===== src/rtl/crit_redirect_ini.sv =====
module crit_redirect_ini #(
  parameter int AW  = 32,
  parameter int NW  = 4,
  parameter int IDW = 2
) (
  input  logic           clk,
  input  logic           rst_n,
  input  logic [AW-1:0]  cfg_lo,
  input  logic [AW-1:0]  cfg_hi,
  input  logic [NW-1:0]  cfg_main_node,
  input  logic [NW-1:0]  cfg_bkp_node,
  input  logic           cfg_transient,
  input  logic           clr_redirect,
  input  logic           req_valid,
  output logic           req_ready,
  input  logic [AW-1:0]  req_addr,
  input  logic           req_wr,
  input  logic [IDW-1:0] req_id,
  output logic           hdr_valid,
  input  logic           hdr_ready,
  output logic [NW-1:0]  hdr_dest,
  output logic           hdr_crit,
  output logic [AW-1:0]  hdr_addr,
  output logic           hdr_wr,
  output logic [IDW-1:0] hdr_id,
  input  logic           rsp_valid,
  output logic           rsp_ready,
  input  logic [IDW-1:0] rsp_id,
  input  logic [NW-1:0]  rsp_src,
  output logic           redirect,
  output logic           mismatch_seen
);
  localparam int DEPTH = 1 << IDW;
  localparam int CW    = 2 * AW + 2 * NW;

  logic [CW-1:0]    cfg_now, cfg_prev;
  logic             cfg_chg, blocked, acc_rd, rsp_hit, rsp_bad;
  logic [DEPTH-1:0] busy, crit_t;
  logic [NW-1:0]    dest_t [DEPTH];

  assign cfg_now = {cfg_lo, cfg_hi, cfg_main_node, cfg_bkp_node};

  always_ff @(posedge clk) cfg_prev <= cfg_now;

  assign cfg_chg   = (cfg_now != cfg_prev);
  assign blocked   = cfg_chg | (!req_wr & busy[req_id]);
  assign hdr_valid = req_valid & !blocked;
  assign req_ready = hdr_ready & !blocked;
  assign acc_rd    = hdr_valid & hdr_ready & !req_wr;

  assign hdr_crit = (req_addr >= cfg_lo) && (req_addr <= cfg_hi);
  assign hdr_dest = (hdr_crit && redirect && !cfg_transient) ? cfg_bkp_node : cfg_main_node;
  assign hdr_addr = req_addr;
  assign hdr_wr   = req_wr;
  assign hdr_id   = req_id;

  assign rsp_ready = 1'b1;
  assign rsp_hit   = rsp_valid & busy[rsp_id];
  assign rsp_bad   = rsp_hit & (rsp_src != dest_t[rsp_id]);

  always_ff @(posedge clk or negedge rst_n) begin
    if (!rst_n) begin
      busy <= '0;
    end else begin
      for (int i = 0; i < DEPTH; i++) begin
        if (acc_rd && req_id == IDW'(i)) busy[i] <= 1'b1;
        else if (rsp_hit && rsp_id == IDW'(i)) busy[i] <= 1'b0;
      end
    end
  end

  always_ff @(posedge clk) begin
    if (acc_rd) begin
      dest_t[req_id] <= hdr_dest;
      crit_t[req_id] <= hdr_crit;
    end
  end

  always_ff @(posedge clk or negedge rst_n) begin
    if (!rst_n) begin
      redirect      <= 1'b0;
      mismatch_seen <= 1'b0;
    end else if (clr_redirect) begin
      redirect      <= 1'b0;
      mismatch_seen <= 1'b0;
    end else if (rsp_bad) begin
      mismatch_seen <= 1'b1;
      if (crit_t[rsp_id] && !cfg_transient) redirect <= 1'b1;
    end
  end
endmodule



===== config.mk =====
export PLATFORM = sky130hd
export DESIGN_NAME = crit_redirect_ini
export DESIGN_NICKNAME = d
export VERILOG_FILES = /design/src/rtl/crit_redirect_ini.sv
export SDC_FILE = /design/constraint.sdc
export NUM_CORES = 1
export LEC_CHECK = 0
export ABC_AREA = 1
export ABC_CLOCK_PERIOD_IN_PS = 3970
export CORE_AREA = 2 2 108 110
export CTS_CLUSTER_SIZE = 12
export DETAILED_ROUTE_END_ITERATION = 8
export DIE_AREA = 0 0 110 112
export GPL_TIMING_DRIVEN = 0
export PLACE_DENSITY = 0.82
export SLEW_MARGIN = 15
export SYNTH_ARGS = -nofsm -noshare
export SYNTH_HDL_FRONTEND = slang
export SYNTH_SLANG_ARGS = --single-unit
export TNS_END_PERCENT = 10

===== constraint.sdc =====
create_clock -name clk -period 3.97 [get_ports clk]
set_input_delay 0.9925 -clock clk [delete_from_list [all_inputs] [get_ports clk]]
set_output_delay 0.9925 -clock clk [all_outputs]
set_load 0.02 [all_outputs]

* Word-level counts from Yosys, hierarchy flattened
Memories as Yosys holds them, arrays and structs flattened.
Index checks and enable logic that the tools add are counted.
** Word-level totals
- Bits in read-only memories :: 0
- Output and inout port bits :: 45
- Latch bits :: 0
- Memories kept :: 1
- Register bits :: 82
- Memory bits (writable) :: 16
- Logic and storage cells :: 80
** Operators by class
- Shift-type cells :: 0
- $lt $le $gt $ge :: 5
- Reductions and logical operators :: 25
- Equality and inequality tests :: 8
- Multiply operators :: 0
- Multiplexer cells :: 25
- Add/subtract/negate cells :: 0
- Bitwise gates (word level) :: 8
- Divide/modulo/power cells :: 0
** Memory list
- dest_t :: depth 4, width 4, read ports 1, clocked after Yosys merged registers in 0, write ports 1, RTL line 39 : logic [NW-1:0] dest_t [DEPTH];
** Operator list (number)
- $ne A72 B72 Y1 :: 1
- $ge A32 B32 Y1 :: 1
- $le A32 B32 Y1 :: 1
- $mux W1 :: 19
- $logic_and A1 B1 Y1 :: 13
- $reduce_bool A2 Y1 :: 6
- $eq A2 B2 Y1 const B :: 4
- $and A1 B1 Y1 :: 7
- $bmux W1 S2 :: 3
- $lt A2 B3 Y1 const B :: 2
- $bwmux W4 :: 1
- $eq A2 B1 Y1 const B :: 2
- $logic_not A2 Y1 :: 2
- $mux W4 :: 1
- $ne A4 B4 Y1 :: 1
- $logic_not A1 Y1 :: 3
- $demux W1 S2 :: 1
- $ge A2 B1 Y1 const B :: 1
- $reduce_and A2 Y1 :: 1
- $or A1 B1 Y1 :: 1

* Depth between registers and ports, before layout
- Depth in word-level cells :: 10
- Gate-level depth with buffers :: 17
- Mapped depth without buffers :: 17

* Least setup slack after synthesis
OpenSTA, ideal clock, no wires.
- Kind :: input to output
- Start :: in cfg_lo[15]
- End :: out hdr_dest[0]
- Arrival time :: 2.291 ns
- Path slack :: 0.687 ns
- Stages :: 12
- Data required time :: 2.978 ns
- Cell sequence :: inv_1 -> ha_1 -> a21oi_1 -> o21a_1 -> nand3_1 -> nand2_1 -> clkinv_1 -> nand2_1 -> nand2_2 -> nand3_1 -> nand2_1 -> nand2_1
** On the way
- Cells in the longest elaborated chain, start to end :: 5
** Ends and longest elaborated chain
- start, declared :: RTL line 8 : input logic [AW-1:0] cfg_lo,
- $ge A32 B32 Y1 :: RTL line 51 : assign hdr_crit = (req_addr >= cfg_lo) && (req_addr <= cfg_hi);
- $logic_and A1 B1 Y1 :: RTL line 51
- $logic_and A1 B1 Y1 (2 in series) :: RTL line 52 : assign hdr_dest = (hdr_crit && redirect && !cfg_transient) ? cfg_bkp_node : cfg_main_node;
- $mux W4 :: RTL line 52
- end, declared :: RTL line 21 : output logic [NW-1:0] hdr_dest,
Every way passes these cells.

* Worst setup path after layout
- Start :: in cfg_lo[22]
- End :: out hdr_dest[0]
The elaborated chain is that of the path after synthesis.

==> flow_summary.ini <==
[routing]
drtIter0Drc = 264
wl_per_cell_um = 14.6
dr_total_vias = 5037
antenna_left = 0
viasPerCell = 4.88
drt_pre_antenna_iters = 4
routed_wl_mm = 15.0
drc_errors = 0

[sta]
min_period_ns = 4.00
fmax_mhz = 250
finalSetupTns_ns = -0.0767
finClkSkew_ns = 0.00814
setup_viol = 4
whs_ns = 0.508
report.final.hold_viol_count = 0
maxSlewViolCount = 0
postLayoutSetupSlackWorst_ns = -0.0268
rsz0062_at_grt = yes
period_share = 1.01

[global_routing]
grt_max_degree = 18
grt_busiest_layer = met2
grtUsageTotal = 0.235
grt_pass1_wl_mm = 22.3
grt_pass1_vias = 4876
antenna_found_initial = 1
gr-usage-met2 = 0.403
use_met3 = 0.0416
use_met1 = 0.293
grt_overflow = 0

[yosys]
synth_top_area_frac = 0.253
yosysSeqAreaShare = 0.385
ys.flop_type = dfxtp_1
synth_area_mm2 = 0.00570
syn_inst = 707
ys_seq_elements = 98
async_flop_share = 0.0612
yosys-top-cells-area = dfxtp_1, ha_1, nand2_1
yosysTopAreaCell = dfxtp_1
yosysWarnings = 0
synth_edf_count = 20
ys_types = 33
synth_nets = 891
syn_avg_cell_area_um2 = 8.06

[clocking]
clkLatencyLatePin_ns = 0.34
clk_path_buf_depth = 2
cts.sinks = 98
cts_buffers = 9
hold_buffers = 0
clk_pin_slew_worst_paths_ns = 0.07
cts_tree = built
ctsRootBufferMaster = clkbuf_16
cts-htree-levels = 3

[place]
placed_cell_area_mm2 = 0.00751
placement.io_buffers = 163
hpwl_mm = 11.4
pre_cts_ws_ns = -0.780
place_inst = 1013
place_congestion = 0.885

[power_and_ir_drop]
power_mw = 2.52
power_leakage_nw = 4.27
max-vdd-ir-drop_uv = 216
power_density_mw_per_mm2 = 307

[finish]
final_core_util = 0.733
postLayoutCellArea_mm2 = 0.00819
final_common_cell = nand2_1
drive_above_1_share = 0.155
num_antenna_cells = 0
syn_to_final_growth_pct = 43.8
final_cell_mix = nand2_1, inv_1, clkdlybuf4s50_1
nFillCells = 784
fin_cells = 1033
nets = 1069

[setup_path]
startpoint_type = primary input
slowest_stage = clkdlybuf4s50_1
end_kind = primary output
slowest_delay_ns = 0.47
critPathMaxFanout = 6
critical_path.top_delay_family = buffers and inverters
critical_path.most_common_cell = nand2_2
cp.arrival_ns = 3.00
cp_num_buf_inv = 3
path_cells = clkdlybuf4s50_1 -> inv_1 -> ha_1 -> nand2_2 -> o21a_1 -> nand2_1 -> a21oi_2 -> nand2_4 -> nand3_4 -> nand2_2 -> nand2_2 -> buf_6
worstSetupPathType = in2out
required_ns = 2.98

[floorplanning]
core_mm2 = 0.0112
start_util = 0.510
dieHeight_um = 112
die-area_mm2 = 0.0123
chipWidth_um = 110
io_pins = 165
rows = 39

[run_status]
status = finished, violations left
violations = negative setup slack

[min_path]
min_path_type = reg2reg

[job]
cap_violations = 0
[final timing paths]
check	start	end	slack (ns)	cells past startpoint
hold reg to reg	mismatch_seen	mismatch_seen	0.51	2
setup / recovery	cfg_lo[22]	hdr_dest[0]	-0.03	12
hold / removal	mismatch_seen	mismatch_seen	0.51	2
min in group asynchronous	rst_n	busy[3]	0.90	1
setup reg to reg	cfg_prev[8]	dest_t[0][2]	1.92	9
max in group asynchronous	rst_n	busy[2]	2.85	1
[repair_timing]
| item | CTS | global route |
|---|---|---|
| endpoints found under the hold margin | 0 | 0 |
| setup endpoints to repair | 7 | 7 |
| buffers inserted | 1 | 3 |
| pin swaps | 10 | 25 |
| gates resized for setup | 60 | 101 |
[flip-flops by register name, summed over array words and instances, names as in the netlist]
signal,count
crit_t,4
mismatch_seen,1
dest_t,16
redirect,1
cfg_prev,72
busy,4
[cell usage after synthesis, types with 2 or more instances]
cell type / number
nand3_2: 3
nor2_2: 3
o21ai_0: 16
dfxtp_1: 72
dfrtp_1: 6
nor2_1: 54
nand2_2: 3
nor2_4: 2
a21oi_1: 32
nand3b_1: 2
ha_1: 64
nand3_1: 11
o21a_1: 3
inv_2: 2
inv_1: 110
nor3_1: 2
a22oi_2: 4
xnor2_1: 49
nand4_1: 19
buf_4: 36
edfxtp_1: 20
nand2_1: 180
a22oi_1: 4
[kinds of logic (layout without fill, tap and decap cells)]
logic type	Yosys count	in the layout	share of synthesized area
other	1	1	0.000658
AOI/OAI and AO/OA	62	62	0.0663
buffers and inverters	150	333	0.123
and+or+nand+nor	283	283	0.210
DFF	98	98	0.385
adders and majority gates	64	64	0.141
xor gates and xnor gates	49	49	0.0753
[worst reg2reg max path: stages (launching register included)]
cell and delay [ns]:
dfxtp_1 0.32, xnor2_1 0.22, nand3_1 0.10, nor2_1 0.10, nand2_1 0.07, nor2_1 0.20
nand3_2 0.18, nor2_2 0.19, nand4_1 0.13, inv_1 0.22
[metal layers]
metal	vias up	share of wire
li1	2562	-
met1	2305	0.42
met2	148	0.50
met3	20	0.056
met4	2	0.020
met5	-	0.00073
[layout make-up]
type / instances / area [µm²] / area share
Buffer: 36 / 270 / 0.0330
Clock buffer: 10 / 250 / 0.0306
Multi-Input combinational cell: 459 / 3050 / 0.373
Clock inverter: 6 / 47.5 / 0.00581
Inverter: 114 / 429 / 0.0524
Tap cell: 143 / 179 / 0.0218
Sequential cell: 98 / 2190 / 0.268
Timing Repair Buffer: 167 / 1770 / 0.216
[report_power, final]
part	total, mW	internal, mW	switching [mW]
registers	1.07	1.06	0.0173
clock network	0.863	0.469	0.394
logic	0.583	0.292	0.291
Power figures use the tool's default switching activity.
